### src/rtl/mux_adapter_pkg.sv
package mux_adapter_pkg;
  typedef enum logic [1:0] {
    PH_IDLE = 2'd0,
    PH_ADDR = 2'd1,
    PH_GAP  = 2'd2,
    PH_DATA = 2'd3
  } phase_t;

  typedef struct packed {
    logic addrOn;
    logic dataOn;
    logic latchDir;
  } strobe_t;
endpackage

### src/rtl/mux_phase_ctrl.sv
module mux_phase_ctrl
  import mux_adapter_pkg::*;
#(
  parameter int GAP_CYCLES = 1
) (
  input  logic    clk,
  input  logic    rstN,
  input  logic    tsN,
  input  logic    taN,
  input  logic    tipN,
  input  logic    ownBus,
  output strobe_t strobes
);
  localparam int CNT_W = (GAP_CYCLES < 2) ? 1 : $clog2(GAP_CYCLES);
  localparam logic [CNT_W-1:0] GAP_LOAD = CNT_W'(GAP_CYCLES - 1);

  phase_t phase, phaseNext;
  logic [CNT_W-1:0] gapCnt, gapCntNext;
  logic accept;

  assign accept = (phase == PH_IDLE) && !tsN && taN && ownBus;

  always_comb begin
    phaseNext  = phase;
    gapCntNext = gapCnt;
    unique case (phase)
      PH_IDLE: if (accept) phaseNext = PH_ADDR;
      PH_ADDR: begin
        if (tipN) phaseNext = PH_IDLE;
        else begin
          phaseNext  = PH_GAP;
          gapCntNext = GAP_LOAD;
        end
      end
      PH_GAP: begin
        if (tipN) phaseNext = PH_IDLE;
        else if (gapCnt == '0) phaseNext = PH_DATA;
        else gapCntNext = gapCnt - 1'b1;
      end
      PH_DATA: if (tipN || !taN) phaseNext = PH_IDLE;
      default: phaseNext = PH_IDLE;
    endcase
  end

  always_ff @(posedge clk or negedge rstN) begin
    if (!rstN) begin
      phase  <= PH_IDLE;
      gapCnt <= '0;
    end else begin
      phase  <= phaseNext;
      gapCnt <= gapCntNext;
    end
  end

  assign strobes.addrOn   = (phaseNext == PH_ADDR);
  assign strobes.dataOn   = (phaseNext == PH_DATA);
  assign strobes.latchDir = accept;

  // a start while acknowledged or while not owning the bus leaves the block idle
  p_start_ignored_r3: assert property (@(posedge clk) disable iff (!rstN)
    (phase == PH_IDLE && (!taN || !ownBus)) |=> (phase == PH_IDLE));
  // acknowledge in the data phase ends the transfer
  p_ack_ends_r5: assert property (@(posedge clk) disable iff (!rstN)
    (phase == PH_DATA && !taN) |=> (phase == PH_IDLE));
  // losing transfer-in-progress abandons the transfer
  p_abort_r7: assert property (@(posedge clk) disable iff (!rstN)
    (phase != PH_IDLE && tipN) |=> (phase == PH_IDLE));
endmodule

### src/rtl/mux_bus_dp.sv
module mux_bus_dp
  import mux_adapter_pkg::*;
(
  input  logic    clk,
  input  logic    rstN,
  input  strobe_t strobes,
  input  logic    rwN,
  input  logic    brN,
  input  logic    bgN,
  input  logic    bbN,
  output logic    addrEn,
  output logic    dataEn,
  output logic    dataToCpu,
  output logic    ctlDrive
);
  logic ctlNext;

  always_comb begin
    if (!bgN)             ctlNext = 1'b1;
    else if (!brN || bbN) ctlNext = 1'b0;
    else                  ctlNext = ctlDrive;
  end

  always_ff @(posedge clk or negedge rstN) begin
    if (!rstN) begin
      addrEn    <= 1'b0;
      dataEn    <= 1'b0;
      dataToCpu <= 1'b0;
      ctlDrive  <= 1'b0;
    end else begin
      addrEn   <= strobes.addrOn;
      dataEn   <= strobes.dataOn;
      ctlDrive <= ctlNext;
      if (strobes.latchDir) dataToCpu <= rwN;
    end
  end

  // the address enable lasts a single cycle
  p_addr_single_r2: assert property (@(posedge clk) disable iff (!rstN)
    addrEn |=> !addrEn);
  // the two driver groups never overlap
  p_no_overlap_r4: assert property (@(posedge clk) disable iff (!rstN)
    !(addrEn && dataEn));
  // the data enable never follows the address enable directly
  p_guard_r4: assert property (@(posedge clk) disable iff (!rstN)
    $rose(dataEn) |-> !$past(addrEn));
  // direction is steady through the data phase
  p_dir_steady_r6: assert property (@(posedge clk) disable iff (!rstN)
    (dataEn && $past(dataEn)) |-> $stable(dataToCpu));
  // grant makes the control lines driven
  p_grant_r8: assert property (@(posedge clk) disable iff (!rstN)
    !bgN |=> ctlDrive);
  // request without grant turns the control lines to inputs
  p_request_r9: assert property (@(posedge clk) disable iff (!rstN)
    (!brN && bgN) |=> !ctlDrive);
  // every control output is at a defined level
  p_defined_r11: assert property (@(posedge clk) disable iff (!rstN)
    !$isunknown({addrEn, dataEn, dataToCpu, ctlDrive}));
endmodule

### src/rtl/muxed_bus_adapter.sv
module muxed_bus_adapter
  import mux_adapter_pkg::*;
#(
  parameter int GAP_CYCLES = 1
) (
  input  logic clk,
  input  logic rstN,
  input  logic tsN,
  input  logic taN,
  input  logic tipN,
  input  logic rwN,
  input  logic brN,
  input  logic bgN,
  input  logic bbN,
  output logic addrEn,
  output logic dataEn,
  output logic dataToCpu,
  output logic ctlDrive
);
  strobe_t strobes;

  mux_phase_ctrl #(.GAP_CYCLES(GAP_CYCLES)) u_ctrl (
    .clk(clk), .rstN(rstN), .tsN(tsN), .taN(taN), .tipN(tipN),
    .ownBus(ctlDrive), .strobes(strobes)
  );

  mux_bus_dp u_dp (
    .clk(clk), .rstN(rstN), .strobes(strobes), .rwN(rwN),
    .brN(brN), .bgN(bgN), .bbN(bbN),
    .addrEn(addrEn), .dataEn(dataEn), .dataToCpu(dataToCpu), .ctlDrive(ctlDrive)
  );
endmodule

### config.mk
export PLATFORM = sky130hd
export DESIGN_NAME = muxed_bus_adapter
export DESIGN_NICKNAME = d
export VERILOG_FILES = /design/src/rtl/mux_adapter_pkg.sv /design/src/rtl/mux_phase_ctrl.sv /design/src/rtl/mux_bus_dp.sv /design/src/rtl/muxed_bus_adapter.sv
export SDC_FILE = /design/constraint.sdc
export NUM_CORES = 1
export LEC_CHECK = 0
export BUFFER_PORTS_ARGS = -buffer_cell sky130_fd_sc_hd__buf_2
export CORE_AREA = 5 5 42 44
export DETAILED_ROUTE_END_ITERATION = 12
export DIE_AREA = 0 0 47 49
export GPL_TIMING_DRIVEN = 1
export PLACE_DENSITY = 0.43
export SLEW_MARGIN = 40
export SYNTH_ARGS = -nofsm -noshare
export SYNTH_HDL_FRONTEND = slang
export SYNTH_SLANG_ARGS = --single-unit
### constraint.sdc
create_clock -name clk -period 1.2 [get_ports clk]
set_input_delay 0 -clock clk [delete_from_list [all_inputs] [get_ports clk]]
set_output_delay 0 -clock clk [all_outputs]
set_load 0.01 [all_outputs]
==> run metrics <==
total grt overflow 0; core area around 1400 µm²; GPL Wtd Cong about 0.65; CTS sink count 6; Max Cap Viol 0; CP endpoint kind register; post-synthesis cell type count 12; Worst EP required approximately 1.3 ns; Final WS setup 0.09211 ns; Avg Synthesized Cell Area 13.54 µm²; mapped cell area about 230 µm²; # port buffers 12; Antenna Violating Nets Remaining 0; DIE WIDTH 47 µm; Vias/cell 3.963; Worst path slowest cell dfrtp_1; number of global-route vias before repair approximately 230; fin crit share 92.32%; Switch Pwr 122.3 µW; maximum vdd drop roughly 0.00046 V; DR WL met2 215 µm; post-layout minimum cycle time approximately 1.1 ns; critical path type register to register; gr usage total 6.095%; nets between 40 and 50; I/O pin total 13; Initial Utilization between 15 and 20%; Synth Flop Type dfrtp_1; final wirelength roughly 540 µm; share of the synthesized area in the top cell type 65.22%; Slew Limit Fails 0; CP Cell Sequence nor2_2, nand4b_2, mux2_4; EDFF count, synth 0; Leakage between 0.0002 and 0.00025 µW; Int Power between 300 and 400 µW; CTS Buf Count 3; H-tree Lvls 1; Combinational Power Share approximately 18%; synthesis-stage register bit count 6; area of the die ~2300 µm²; register area share after synthesis roughly 65%; clock share of power a little over a third; Worst setup SP type register; DRT iter0 DRCs 2; Setup TNS 0 ns; P per Cell Area roughly 1300 nW/µm²; DRC 0; clk_lat worst skew around 0.24 ns; first-pass GRT wire length between 900 and 1000 µm; CP Max Fanout 3; YS warnings 0; skew final roughly 0.0024 ns; syn_nets 26; met3 routed WL 95 µm; critical path's largest stage delay approximately 0.40 ns; Slew @ Worst Pin roughly 0.20 ns; wire per inst about 10 µm; Sw Share a little under a quarter; CTS Buffer Depth 2; RSZ-0062 raised after global routing no; Synth area leader dfrtp_1; Synth area leaders dfrtp_1 65%, mux2_4 6.5%, nand4b_2 6.5%, a211oi_1 3.3%, nand3b_1 3.3%; root buf cell clkbuf_4; Flop pwr share 46.2%; Peak Freq around 0.90 GHz; First-pass DRT Iterations 4; worst rel slew slack ~87%; endpoints failing hold 0; worst min path class primary input to register; M1 WL ~230 µm; CP arrival about 1.2 ns; Die Y-Extent 49 µm; vias post-DR around 210; asr flop ratio synth 100.0%; share of layout cells above drive strength 1 between 40% and 50%; # setup viols final 0; outcome completed; pre-CTS WS 0.09722 ns; CTS tree built; ant diodes 0; Synth Instances 17; largest net degree at the start of global routing 7; cts repair resizes 0; Area Growth Syn to Fin 70.65%; top-count cell post-synth dfrtp_1; Worst-path clk slew ~0.050 ns; initial antenna violation count 0; max layer used met3; num rows 14
[cell type report]
type                       instances  area, µm²
sequential                         6      150.1
timing repair buffer              18      120.1
clock buffer                       3      22.52
inverter                           1      3.754
fill                             158       1008
tap                               16      20.02
multi-input combinational         10      76.32
[cell usage in the layout, fill, tap and decap left out]
cell and n:
buf_2 12, dlygate4sd3_1 6, dfrtp_1 6, clkbuf_4 3, nor2b_1 1, nand2b_1 1, nor2_2 1, nand4b_2 1
o21ai_0 1, a211oi_1 1, inv_1 1, nor2_1 1, nand3b_1 1, nand2_1 1, mux2_4 1
[power groups by stage]
stage	clock network, µW	logic (µW)	registers [µW]
floorplan	0	35.0	250
global placement	0	79.6	242
detailed placement	0	81.3	243
CTS	199	96.8	240
global route	207	106	244
finish	184	95.3	240
[worst max-delay path, delay by kind of cell (launching register included)]
family,cells,cell delay [ns]
AND/OR/NAND/NOR,2,0.28
flip-flops,1,0.40
multiplexers,1,0.32
[logic make-up after synthesis]
group	Yosys count	synth area share [%]
simple gates	7	21.20
flops	6	65.22
compound gates	2	5.434
mux	1	6.520
buf+inv	1	1.629
[state kept, by name, indices dropped and copies added (netlist names)]
signal,count
u_dp.dataToCpu,1
u_dp.ctlDrive,1
u_dp.addrEn,1
u_dp.dataEn,1
u_ctrl.phase,2
[stage by stage]
step / cells / total power, µW / utilization, % / hold WS [ns] / area, µm²
after floorplan: 17 / 285.1 / - / -0.2956 / 230.2
final: 54 / 518.6 / 28.04 / 0.04859 / 392.9
after detailed placement: 45 / 324.3 / 22.14 / -0.1685 / 310.3
after global placement: 45 / 321.5 / 22.14 / -0.1734 / 310.3
after global routing: 54 / 557.6 / 28.04 / 0.05657 / 392.9
after CTS: 54 / 535.9 / 28.04 / 0.04064 / 392.9
[final timing paths]
kind | cells after the start | from | slack, ns | endpoint
min in group asynchronous | 2 | rstN | 0.12 | u_dp.addrEn
worst min register to register | 1 | u_dp.dataToCpu | 0.50 | u_dp.dataToCpu
worst min-delay path | 3 | tsN | 0.05 | u_dp.addrEn
worst max-delay path | 3 | u_ctrl.phase[1] | 0.09 | u_dp.dataToCpu
worst max register to register | 3 | u_ctrl.phase[1] | 0.09 | u_dp.dataToCpu
max in group asynchronous | 2 | rstN | 0.94 | u_ctrl.phase[1]
[timing repair]
action	4_1_cts	5_1_grt
hold buffers	6	0
setup endpoints to repair	0	0
buffers inserted	0	0
endpoints found under the hold margin	9	0
[layer usage]
metal / GRT usage (%) / vias to the layer above
li1: - / 101
met5: 0 / -
met3: 4.797 / 0
met4: 4.147 / 0
met1: 6.951 / 95
met2: 7.466 / 18
No activity file was read; power rests on OpenSTA's default activity.
